--- config.mk ---
export PLATFORM = sky130hd
export DESIGN_NAME = coh_rd_filter
export DESIGN_NICKNAME = d
export VERILOG_FILES = /design/src/rtl/coh_flt_pkg.sv /design/src/rtl/coh_pend_cam.sv /design/src/rtl/coh_fwd_hold.sv /design/src/rtl/coh_sup_cnt.sv /design/src/rtl/coh_rd_filter.sv
export SDC_FILE = /design/constraint.sdc
export NUM_CORES = 1
export LEC_CHECK = 0
export ABC_CLOCK_PERIOD_IN_PS = 4700
export BUFFER_PORTS_ARGS = -buffer_cell sky130_fd_sc_hd__buf_4
export CAP_MARGIN = 20
export CELL_PAD_IN_SITES_DETAIL_PLACEMENT = 0
export CELL_PAD_IN_SITES_GLOBAL_PLACEMENT = 1
export CORE_UTILIZATION = 46
export DETAILED_ROUTE_END_ITERATION = 10
export GPL_ROUTABILITY_DRIVEN = 0
export HOLD_SLACK_MARGIN = 0.12
export PLACE_DENSITY = 0.94
export SYNTH_ARGS = -nofsm -noshare
export SYNTH_HDL_FRONTEND = slang
export SYNTH_SLANG_ARGS = --single-unit
export TNS_END_PERCENT = 10
--- constraint.sdc ---
create_clock -name clk_i -period 4.7 [get_ports clk_i]
set_input_delay 0.47 -clock clk_i [delete_from_list [all_inputs] [get_ports clk_i]]
set_output_delay 0.47 -clock clk_i [all_outputs]
set_load 0.1 [all_outputs]
--- src/rtl/coh_flt_pkg.sv ---
package coh_flt_pkg;
  typedef enum logic [1:0] {
    SNP_INTV  = 2'd0,
    SNP_INVL  = 2'd1,
    SNP_RDRSP = 2'd2,
    SNP_OTHER = 2'd3
  } snp_kind_e;
endpackage

--- src/rtl/coh_pend_cam.sv ---
module coh_pend_cam #(
  parameter int DEPTH = 4,
  parameter int LW    = 27
) (
  input  logic          clk_i,
  input  logic          rst_ni,
  input  logic          set_i,
  input  logic [LW-1:0] set_line_i,
  input  logic          clr_i,
  input  logic [LW-1:0] clr_line_i,
  input  logic [LW-1:0] look_line_i,
  output logic          hit_o,
  output logic          full_o
);
  logic [DEPTH-1:0]         vld_q;
  logic [DEPTH-1:0][LW-1:0] line_q;
  logic [DEPTH-1:0]         clr_m, look_m, free_oh;

  for (genvar g = 0; g < DEPTH; g++) begin : g_ent
    assign clr_m[g]  = clr_i && vld_q[g] && (line_q[g] == clr_line_i);
    // completion wins over a same-cycle lookup
    assign look_m[g] = vld_q[g] && !clr_m[g] && (line_q[g] == look_line_i);
  end

  always_comb begin
    logic found;
    found   = 1'b0;
    free_oh = '0;
    for (int i = 0; i < DEPTH; i++) begin
      if (!vld_q[i] && !found) begin
        free_oh[i] = 1'b1;
        found      = 1'b1;
      end
    end
  end

  always_ff @(posedge clk_i or negedge rst_ni) begin
    if (!rst_ni) begin
      vld_q  <= '0;
      line_q <= '0;
    end else begin
      for (int i = 0; i < DEPTH; i++) begin
        if (set_i && free_oh[i]) begin
          vld_q[i]  <= 1'b1;
          line_q[i] <= set_line_i;
        end else if (clr_m[i]) begin
          vld_q[i] <= 1'b0;
        end
      end
    end
  end

  assign hit_o  = |look_m;
  assign full_o = &vld_q;

  assert_no_set_full_R11: assert property (@(posedge clk_i) disable iff (!rst_ni)
    set_i |-> !full_o);
  assert_set_grows_R11: assert property (@(posedge clk_i) disable iff (!rst_ni)
    set_i && !clr_i |=> $countones(vld_q) == $past($countones(vld_q)) + 1);
  assert_clr_shrinks_R7: assert property (@(posedge clk_i) disable iff (!rst_ni)
    clr_i && !set_i |=> $countones(vld_q) <= $past($countones(vld_q)));
endmodule

--- src/rtl/coh_fwd_hold.sv ---
module coh_fwd_hold #(
  parameter int PW = 34
) (
  input  logic          clk_i,
  input  logic          rst_ni,
  input  logic          in_valid_i,
  input  logic [PW-1:0] in_data_i,
  output logic          in_ready_o,
  output logic          out_valid_o,
  output logic [PW-1:0] out_data_o,
  input  logic          out_ready_i
);
  logic          vld_q;
  logic [PW-1:0] dat_q;

  assign in_ready_o = !vld_q || out_ready_i;

  always_ff @(posedge clk_i or negedge rst_ni) begin
    if (!rst_ni) begin
      vld_q <= 1'b0;
      dat_q <= '0;
    end else if (in_ready_o) begin
      vld_q <= in_valid_i;
      if (in_valid_i) dat_q <= in_data_i;
    end
  end

  assign out_valid_o = vld_q;
  assign out_data_o  = dat_q;

  assert_hold_stable_R8: assert property (@(posedge clk_i) disable iff (!rst_ni)
    out_valid_o && !out_ready_i |=> out_valid_o && $stable(out_data_o));
endmodule

--- src/rtl/coh_sup_cnt.sv ---
module coh_sup_cnt #(
  parameter int CNT_W = 16
) (
  input  logic             clk_i,
  input  logic             rst_ni,
  input  logic             inc_i,
  output logic [CNT_W-1:0] count_o
);
  logic [CNT_W-1:0] cnt_q;

  always_ff @(posedge clk_i or negedge rst_ni) begin
    if (!rst_ni)                   cnt_q <= '0;
    else if (inc_i && ~&cnt_q)     cnt_q <= cnt_q + 1'b1;
  end

  assign count_o = cnt_q;

  assert_sat_hold_R10: assert property (@(posedge clk_i) disable iff (!rst_ni)
    (&count_o) |=> (&count_o));
  assert_cnt_mono_R10: assert property (@(posedge clk_i) disable iff (!rst_ni)
    !inc_i |=> $stable(count_o));
endmodule

--- src/rtl/coh_rd_filter.sv ---
module coh_rd_filter
  import coh_flt_pkg::*;
#(
  parameter int ADDR_W = 32,
  parameter int OFFS_W = 5,
  parameter int DEPTH  = 4,
  parameter int CNT_W  = 16
) (
  input  logic              clk_i,
  input  logic              rst_ni,
  input  logic              detect_en_i,
  input  logic              rd_issue_i,
  input  logic [ADDR_W-1:0] rd_issue_addr_i,
  input  logic              rd_done_i,
  input  logic [ADDR_W-1:0] rd_done_addr_i,
  input  logic              snp_valid_i,
  input  logic [1:0]        snp_kind_i,
  input  logic [ADDR_W-1:0] snp_addr_i,
  output logic              snp_ready_o,
  output logic              fwd_valid_o,
  output logic [1:0]        fwd_kind_o,
  output logic [ADDR_W-1:0] fwd_addr_o,
  input  logic              fwd_ready_i,
  input  logic              cpu_resp_valid_i,
  input  logic              cpu_resp_present_i,
  input  logic [ADDR_W-1:0] cpu_resp_addr_i,
  output logic              res_valid_o,
  output logic              res_local_o,
  output logic              res_present_o,
  output logic [ADDR_W-1:0] res_addr_o,
  output logic [CNT_W-1:0]  sup_count_o
);
  localparam int LW = ADDR_W - OFFS_W;
  localparam int PW = ADDR_W + 2;

  snp_kind_e kind;
  logic      cam_hit, cam_full, conflict, snp_fire, hold_rdy, fwd_in, local_res, sup_inc;
  logic [PW-1:0] fwd_data;
  logic      unused_offs;

  assign kind = snp_kind_e'(snp_kind_i);
  assign unused_offs = ^{rd_issue_addr_i[OFFS_W-1:0], rd_done_addr_i[OFFS_W-1:0], cam_full};

  coh_pend_cam #(.DEPTH(DEPTH), .LW(LW)) u_cam (
    .clk_i      (clk_i),
    .rst_ni     (rst_ni),
    .set_i      (rd_issue_i),
    .set_line_i (rd_issue_addr_i[ADDR_W-1:OFFS_W]),
    .clr_i      (rd_done_i),
    .clr_line_i (rd_done_addr_i[ADDR_W-1:OFFS_W]),
    .look_line_i(snp_addr_i[ADDR_W-1:OFFS_W]),
    .hit_o      (cam_hit),
    .full_o     (cam_full)
  );

  // processor answers own the result port; hold snoops off that cycle
  assign snp_ready_o = hold_rdy && !cpu_resp_valid_i;
  assign snp_fire    = snp_valid_i && snp_ready_o;
  assign conflict    = detect_en_i && cam_hit;
  assign fwd_in      = snp_fire && !conflict && (kind == SNP_INTV || kind == SNP_INVL);
  assign local_res   = snp_fire && conflict && (kind == SNP_INTV || kind == SNP_RDRSP);
  assign sup_inc     = snp_fire && conflict && (kind != SNP_OTHER);

  coh_fwd_hold #(.PW(PW)) u_hold (
    .clk_i      (clk_i),
    .rst_ni     (rst_ni),
    .in_valid_i (fwd_in),
    .in_data_i  ({snp_kind_i, snp_addr_i}),
    .in_ready_o (hold_rdy),
    .out_valid_o(fwd_valid_o),
    .out_data_o (fwd_data),
    .out_ready_i(fwd_ready_i)
  );
  assign fwd_kind_o = fwd_data[PW-1 -: 2];
  assign fwd_addr_o = fwd_data[ADDR_W-1:0];

  always_comb begin
    res_valid_o   = local_res || cpu_resp_valid_i;
    res_local_o   = local_res;
    res_present_o = cpu_resp_valid_i && cpu_resp_present_i;
    res_addr_o    = cpu_resp_valid_i ? cpu_resp_addr_i
                                     : {snp_addr_i[ADDR_W-1:OFFS_W], {OFFS_W{1'b0}}};
  end

  coh_sup_cnt #(.CNT_W(CNT_W)) u_cnt (
    .clk_i  (clk_i),
    .rst_ni (rst_ni),
    .inc_i  (sup_inc),
    .count_o(sup_count_o)
  );

  assert_hit_not_fwd_R2: assert property (@(posedge clk_i) disable iff (!rst_ni)
    snp_fire && conflict && kind == SNP_INTV
    |=> fwd_valid_o == ($past(fwd_valid_o) && !$past(fwd_ready_i)));
  assert_inv_dropped_R3: assert property (@(posedge clk_i) disable iff (!rst_ni)
    snp_fire && conflict && kind == SNP_INVL
    |-> !res_valid_o ##1 fwd_valid_o == ($past(fwd_valid_o) && !$past(fwd_ready_i)));
  assert_off_forwards_R4: assert property (@(posedge clk_i) disable iff (!rst_ni)
    snp_fire && !detect_en_i && (kind == SNP_INTV || kind == SNP_INVL) |=> fwd_valid_o);
  assert_rdrsp_never_fwd_R5: assert property (@(posedge clk_i) disable iff (!rst_ni)
    snp_fire && kind == SNP_RDRSP
    |=> fwd_valid_o == ($past(fwd_valid_o) && !$past(fwd_ready_i)));
  assert_cpu_res_R9: assert property (@(posedge clk_i) disable iff (!rst_ni)
    res_valid_o && !res_local_o |-> cpu_resp_valid_i && !snp_fire);
endmodule

* Yosys cells after proc, flatten, opt, wreduce, memory -nomap -nowiden
Cells that the tools add are included.
W data, S select, Z words.
** Cells by class
- Muxes and demuxes :: 15
- Eq/ne operators :: 11
- Reduce and logical (&&, ||, !) cells :: 58
- $add $sub $neg :: 1
** Operators with widths (number)
- $eq A27 B27 Y1 :: 8
- $logic_and A1 B1 Y1 :: 33
- $mux W32 :: 1
- $add A16 B1 Y16 const B :: 1
- $reduce_and A16 Y1 :: 1
- $mux W1 :: 14
- $logic_not A1 Y1 :: 13
- $reduce_bool A2 Y1 :: 4
- $logic_or A1 B1 Y1 :: 4
- $reduce_or A4 Y1 :: 1
- $eq A2 B1 Y1 const B :: 1
- $eq A2 B2 Y1 const B :: 1
- $logic_not A2 Y1 :: 1
- $ne A2 B2 Y1 const B :: 1
- $reduce_and A2 Y1 :: 1
** Storage, ports and cells
- Input bits :: 139
- Logic and storage cells :: 96
- Register bits after elaboration :: 163
- Output and inout bits :: 87

* Logic depth before layout (Yosys ltp)
Gate-level depths: netlist (run 1).
- Word-level depth :: 11
- Depth in mapped cells :: 9
- Gate-level depth less buffers :: 7

* Hierarchy
From an unflattened synthesis (run 1), not the netlist that was laid out.
** Unflattened totals
- Cells, all modules :: 748
- Area, all modules :: 9469.1 µm²
** By module, submodules not included
- coh_pend_cam :: seq. area each 2802.7 µm², cells an instance 553, times used 1, area an instance 6682.7 µm²
- coh_fwd_hold :: seq. area each 875.8 µm², cells an instance 75, times used 1, area an instance 1463.9 µm²
- coh_sup_cnt :: seq. area each 400.4 µm², cells an instance 75, times used 1, area an instance 840.8 µm²
- coh_rd_filter :: seq. area each 0.0 µm², cells an instance 45, times used 1, area an instance 481.7 µm²

* Worst setup path before layout (run 1)
Ideal clock, no wire load.
- Path kind :: input to output
- Start point :: in snp_addr_i[25]
- End point :: out res_valid_o
- Cell stages on the path :: 7
- Required time :: 4.230 ns
- Slack :: -0.132 ns
- Data arrival time :: 4.362 ns
- Path buffers :: 1
- Cells stage by stage :: buf_2 -> xor2_1 -> nor4_1 -> nand3_1 -> a2111oi_0 -> o41ai_4 -> o31ai_1
** On the way
- Cells in the longest elaborated chain, start to end :: 7
- Elaborated cells between the ends (all ways) :: 13
- Those cells by class :: 4 x eq/ne; 9 x reduce/logical
** RTL lines
- start: declaration :: line coh_rd_filter.sv:18 : input logic [ADDR_W-1:0] snp_addr_i,
- $eq A27 B27 Y1 :: line coh_pend_cam.sv:22 : assign look_m[g] = vld_q[g] && !clr_m[g] && (line_q[g] == look_line_i);
- $logic_and A1 B1 Y1 :: line coh_pend_cam.sv:22
- $reduce_or A4 Y1 (*) :: line coh_pend_cam.sv:53 : assign hit_o = |look_m;
- $logic_and A1 B1 Y1 (*) :: line coh_rd_filter.sv:59 : assign conflict = detect_en_i && cam_hit;
- $logic_and A1 B1 Y1 (*) (2 in a row) :: line coh_rd_filter.sv:61 : assign local_res = snp_fire && conflict && (kind == SNP_INTV || kind == SNP_RDRSP);
- $logic_or A1 B1 Y1 (*) :: line coh_rd_filter.sv:78 : res_valid_o = local_res || cpu_resp_valid_i;
- end: declaration :: line coh_rd_filter.sv:27 : output logic res_valid_o,
Every way passes the cells marked *; elsewhere a longest branch is shown, timed or not.

* Worst setup path in the final report (run 1)
- Start point :: reg u_cam.line_q[106] in the netlist's numbering
- End point :: out res_valid_o
** On the way
- Cells in the longest elaborated chain, start to end :: 10
- Elaborated cells between the ends (all ways) :: 11
- Those cells by class :: 2 x eq/ne; 9 x reduce/logical
** RTL lines
- start: declaration :: line coh_pend_cam.sv:16 : logic [DEPTH-1:0][LW-1:0] line_q;
- start signal: indexed assignment :: line coh_pend_cam.sv:45 : line_q[i] <= set_line_i;
- $eq A27 B27 Y1 :: line coh_pend_cam.sv:20 : assign clr_m[g] = clr_i && vld_q[g] && (line_q[g] == clr_line_i);
- $logic_and A1 B1 Y1 :: line coh_pend_cam.sv:20
- $logic_not A1 Y1 :: line coh_pend_cam.sv:22
- $logic_and A1 B1 Y1 :: line coh_pend_cam.sv:22
- $logic_and A1 B1 Y1 (*) :: line coh_pend_cam.sv:22
- $reduce_or A4 Y1 (*) :: line coh_pend_cam.sv:53
- $logic_and A1 B1 Y1 (*) :: line coh_rd_filter.sv:59
- $logic_and A1 B1 Y1 (*) (2 in a row) :: line coh_rd_filter.sv:61
- $logic_or A1 B1 Y1 (*) :: line coh_rd_filter.sv:78
Marks and branches as above.

==> out/metrics.cfg, run 1 <==
[status]
status=finished, final reports clean

[cts]
post_cts_resized=0
clk_pin_slew_ns=0.06
cts_max_level=4
insertion_delay_ns=0.43
cts_root_buf=clkbuf_16
clock_sinks=163
cts-hold-fix-buffers=0
cts_tree=yes
postCtsSetupRepairBufs=0
cts_max_path_buffers=2
cts_made_buffers=17

[die]
rows=53
die_h_um=149
coreArea_mm2=0.0211
die_width_um=149
start_util=0.470
dieArea_mm2=0.0221
io_pins=226

[power_and_ir_drop]
ir_drop_mv=0.272
leakagePower_nw=5.43
power_density_mw_per_mm2=472

[yosys]
synth_area_mm2=0.00991
synth-simple-area-share=0.130
synth_edf_count=0
synth_compound_area_frac=0.0157
synth_mux_area_frac=0.205
synth_top_family_by_area=multiplexers
synth_top_flop_cell=dfrtp_1
syn_area_per_cell_um2=11.3
syn_inst=876
synth_warnings=0
yosysSeqAreaShare=0.412
async_flop_share=1.00
syn-num-nets=1016
synth.most_common_cell=dfrtp_1
synthXorXnorAreaFrac=0.202
yosysTopAreaCellShare=0.412
synth_commonest_cells=dfrtp_1, mux2_2, xor2_1
synth_cell_types=38
ys_ff_latch=163
yosys-top-cells-area=dfrtp_1, mux2_2, xor2_1, xnor2_1, mux2_4
synth_area_leader_cell=dfrtp_1
synth_fa_ha_area_frac=0.00126

[drt]
drt_first_pass_iters=8
antenna_left=0
vias_per_cell=6.10
num_vias=8141
wl_mm=33.4
post_drt_wl_per_cell_um=25.0
drt_first_iter_violations=813
route.detailed.drc=0

[finish]
fillers=1775
nNetsFinal=1186
seq_area_mm2=0.00408
num_antenna_cells=0
multi_input_comb_area_mm2=0.00551
area_delta_synth_final_pct=23.9
design_area_mm2=0.0123
drive_gt1_frac=0.407

[global_routing]
grt_pass1_vias=8036
grt_usage=0.308
grt_overflow=0
grt_antenna_before_repair=0
grt_pass1_wl_mm=49.4
grt_max_degree=90

[placement]
port_buffers=215
place_area_mm2=0.0116
dp_hpwl_mm=26.0

[sta]
hold_violations=0
period_share=0.850
max_slew_margin=0.266
rsz0062_at_grt=false
final.setup.tns_ns=0
slew_violations=0
finalCriticalPeriod_ns=4.00
finalClockSkew_ns=0.0130
setup_viol=0
tightest_slew_ns=1.07
fmax_ghz=0.250

[setup_path]
start_kind=flop
cp.arrival_ns=3.53
reg2reg_from=u_cam.line_q[106]$_DFFE_PN0P_
r2r_end=u_hold.out_data_o[1]$_DFFE_PN0P_
reg2reg_depth=8
crit_fanout=10
cp_data_required_time_ns=4.23
path_class=reg -> out
rrSetupSlack_ns=1.09
end_kind=primary output

[flow_run]
max_cap_violations=0

[min_path]
hold_path_class=in -> async

worst max-delay path: stages, from the launching register on:
cell	delay [ns]
dfrtp_1	0.42
xor2_1	0.25
nor4_1	0.42
nand3_1	0.12
a2111oi_1	0.97
o41ai_4	0.18
buf_4	0.23
o31ai_2	0.19
buf_4	0.32
flip-flops by register name, summed over array words and instances (netlist names):
register,flops
u_hold.out_data_o,34
u_cam.vld_q,4
u_cam.line_q,108
u_hold.out_valid_o,1
u_cnt.count_o,16
where the power goes:
| part | leakage [nW] | switching [mW] | total, mW | internal, mW |
|---|---|---|---|---|
| clock | 0.315 | 0.578 | 1.55 | 0.976 |
| sequential | 2.04 | 0.339 | 2.02 | 1.68 |
| combinational | 3.07 | 1.48 | 2.23 | 0.749 |
| total | 5.43 | 2.39 | 5.80 | 3.41 |
kinds of logic after synthesis:
kind of cell    Yosys count
mux                     171
fa+ha+maj                 1
buf+inv                  77
compound gates           17
flops                   163
simple gates            218
xor+xnor                229
per-stage QoR:
stage / setup WS (ns) / utilization / instances / power, mW / hold WS (ns)
2_1_floorplan: 0.175 / - / 876 / 3.48 / 0.174
3_3_place_gp: 1.11 / 0.551 / 1302 / 4.11 / 0.473
3_5_place_dp: 1.08 / 0.551 / 1302 / 4.15 / 0.480
4_1_cts: 0.885 / 0.582 / 1334 / 5.70 / 0.144
5_1_grt: 0.636 / 0.582 / 1334 / 5.97 / 0.182
6_report: 0.704 / 0.582 / 1334 / 5.80 / 0.116
final cells by class:
cell class,instances,area share
Multi-Input combinational cell,636,0.448
Sequential cell,163,0.332
Timing Repair Buffer,223,0.137
Clock buffer,21,0.0375
Tap cell,275,0.0280
Clock inverter,11,0.0160
Inverter,5,0.00153
cell usage in the layout, fill, tap and decap left out, types with 3 or more instances in the layout:
master	count
buf_4	222
dfrtp_1	163
mux2_2	142
xor2_1	121
xnor2_1	108
nand4_1	67
nor4_1	62
mux2_4	28
nor3_1	21
nand2_1	20
clkbuf_16	17
nand3_1	15
and2_1	10
inv_1	5
a211oi_1	5
bufinv_16	5
a2111oi_1	4
and3_1	4
nor2_1	4
nand2b_1	3
nor4_2	3
inv_6	3
worst max-delay path by stage:
| stage | startpoint | to | slack (ns) | cells after the start |
|---|---|---|---|---|
| 2_1_floorplan | u_hold.out_valid_o$_DFFE_PN0N_ | res_local_o | 0.18 | 4 |
| 3_3_place_gp | rd_done_addr_i[20] | res_local_o | 1.11 | 9 |
| 3_5_place_dp | snp_addr_i[25] | u_hold.out_data_o[1]$_DFFE_PN0P_ | 1.08 | 9 |
| 4_1_cts | u_cam.line_q[83]$_DFFE_PN0P_ | res_valid_o | 0.89 | 8 |
| 5_1_grt | u_cam.line_q[41]$_DFFE_PN0P_ | res_local_o | 0.64 | 8 |
| 6_report | u_cam.line_q[106]$_DFFE_PN0P_ | res_valid_o | 0.70 | 8 |
metal layers:
metal  vias to the layer above  track usage  share of wire
li1                       3481            -              -
met1                      3947        0.395           0.39
met2                       575        0.456           0.43
met3                       138        0.105           0.12
met4                         0        0.169          0.058
met5                         -            0              0
Note: power is estimated with default switching activity, not from simulation.
==> inputs of run 2 (changes only) <==
--- a/config.mk
+++ b/config.mk
@@ -10,6 +10,7 @@
 export CAP_MARGIN = 20
 export CELL_PAD_IN_SITES_DETAIL_PLACEMENT = 0
 export CELL_PAD_IN_SITES_GLOBAL_PLACEMENT = 1
+export CORE_ASPECT_RATIO = 2
 export CORE_UTILIZATION = 46
 export DETAILED_ROUTE_END_ITERATION = 10
 export GPL_ROUTABILITY_DRIVEN = 0
==> out/metrics.cfg, run 2 (synthesis results as in run 1) <==
[global_routing]
grt_overflow=0  ; unchanged
grt_antenna_before_repair=0  ; unchanged
grt_pass1_wl_mm=55.0  ; +11%
global_route.usage.met3=0.101  ; -0.00396
met1_usage=0.375  ; -0.0202
grt_usage=0.357  ; +0.0484
top_usage_layer=met2
grt_pass1_vias=8365  ; +4.1%
grtUsageMet2=0.601  ; +0.145
grt_max_degree=84  ; -6.7%

[drt]
wl_mm=37.9  ; +13%
post_drt_wl_per_cell_um=28.5  ; +14%
num_vias=8197  ; +0.69%
antenna_left=0  ; unchanged
route.detailed.drc=0  ; unchanged
vias_per_cell=6.17  ; +1.1%
drt_first_iter_violations=798  ; -1.8%
drt_first_pass_iters=6  ; -2

[setup_path]
cp_data_required_time_ns=4.23  ; about the same
critPathTopFamily=simple AND/OR/NAND/NOR gates
start_kind=flop
cp_common_cell=nor3_1
cp_slowest_cell=a211oi_1
cp.arrival_ns=3.58  ; +0.05 ns
crit_fanout=3  ; -7
worst-path-buf-inv=1  ; -1
path_class=reg -> out
crit_chain=xor2_1 > nor3_1 > nand4_1 > a211oi_1 > o41ai_1 > nor3_1 > buf_4
end_kind=primary output
slowest_delay_ns=0.81  ; -0.16 ns

[placement]
port_buffers=215  ; unchanged
dp_hpwl_mm=27.4  ; +5.4%
place_area_mm2=0.0116  ; +0.11%
pre_cts_slack_ns=1.14  ; +0.0649 ns

[finish]
final_common_cell=buf_4
final_cell_mix=buf_4, dfrtp_1, mux2_2, xor2_1, xnor2_1
multi_input_comb_area_mm2=0.00552  ; +0.32%
seq_area_mm2=0.00408  ; unchanged
max_flop_register=u_cam.line_q
fillers=1827  ; +2.9%
largest_reg_flops=108  ; unchanged
area_delta_synth_final_pct=23.6
num_antenna_cells=0  ; unchanged
design_area_mm2=0.0122  ; -0.29%
nNetsFinal=1186  ; unchanged
utilization=0.583  ; about the same
drive_gt1_frac=0.411  ; +0.00378

[sta]
finalCriticalPeriod_ns=4.05  ; +0.0540 ns
tightest_slew_ns=1.06  ; -0.0171 ns
max_slew_margin=0.295  ; +0.0284
finalClockSkew_ns=0.0102  ; -0.00276 ns
period_share=0.862  ; +0.0115
fmax_ghz=0.247  ; -1.3%
setup_viol=0  ; unchanged
hold_violations=0  ; unchanged
rsz0062_at_grt=false
slew_violations=0  ; unchanged
setup_ws_ns=0.650  ; -0.0540 ns
final.setup.tns_ns=0  ; unchanged

[flow_run]
max_cap_violations=0  ; unchanged

[die]
start_util=0.472  ; +0.00151
die_h_um=210  ; +41%
die_width_um=106  ; -29%
dieArea_mm2=0.0222  ; +0.16%
coreArea_mm2=0.0210  ; -0.32%
rows=75  ; +42%
io_pins=226  ; unchanged

[min_path]
hold_path_class=in -> reg

[cts]
cts_max_level=4  ; unchanged
cts_max_path_buffers=2  ; unchanged
clock_sinks=163  ; unchanged
post_cts_resized=0  ; unchanged
postCtsSetupRepairBufs=0  ; unchanged
cts_root_buf=clkbuf_16
cts_made_buffers=17  ; unchanged
clk_pin_slew_ns=0.07  ; about the same
cts_tree=yes
cts-hold-fix-buffers=1  ; +1
insertion_delay_ns=0.45  ; +0.02 ns

[power_and_ir_drop]
power.total_mw=5.72  ; -1.4%
leakagePower_nw=5.42  ; -0.23%
ir_drop_mv=0.381  ; +40%
power_density_mw_per_mm2=467  ; -1.1%

[status]
status=finished, final reports clean

## run 2: cell count changes in the layout (fill, tap and decap cells not counted), sizes merged
| cell | previous run | this run |
|---|---|---|
| buf | 223 | 221 |
| inv | 8 | 15 |
| bufinv | 5 | 1 |
| clkinv | 1 | 2 |
| dlygate4sd3 | 0 | 1 |
| clkbuf | 21 | 18 |
## run 2: layout make-up
cell class	count	area share
Clock buffer	17	0.0347
Clock inverter	15	0.0132
Inverter	5	0.00153
Multi-Input combinational cell	636	0.451
Sequential cell	163	0.333
Tap cell	269	0.0275
Timing Repair Buffer	223	0.139
## run 2: final timing paths
path	to	slack, ns	depth (start not counted)	start
min in group asynchronous	u_hold.out_data_o[23]$_DFFE_PN0P_	0.61	2	rst_ni
min	u_hold.out_data_o[2]$_DFFE_PN0P_	0.25	2	snp_addr_i[2]
min reg2reg	u_hold.out_data_o[33]$_DFFE_PN0P_	0.49	1	u_hold.out_data_o[33]$_DFFE_PN0P_
max in group asynchronous	u_cam.line_q[83]$_DFFE_PN0P_	3.15	3	rst_ni
max reg2reg	u_hold.out_data_o[20]$_DFFE_PN0P_	1.04	8	u_cam.line_q[71]$_DFFE_PN0P_
max	res_local_o	0.65	7	u_cam.line_q[87]$_DFFE_PN0P_
## run 2: metal layers
layer / vias to the layer above / share of wire
li1: 3465 / -
met1: 4004 / 0.33
met2: 546 / 0.50
met3: 182 / 0.090
met4: 0 / 0.083
met5: - / 0
## run 2: power breakdown
part           total [mW]  switching (mW)  internal [mW]
clock                1.40           0.650          0.754
combinational        2.30            1.54          0.753
sequential           2.02           0.339           1.68
## run 2: per-stage QoR
stage,cells,hold slack (ns)
floorplan,876,0.174
global placement,1293,0.473
detailed placement,1293,0.476
CTS,1326,0.238
global route,1328,0.248
finish,1328,0.250
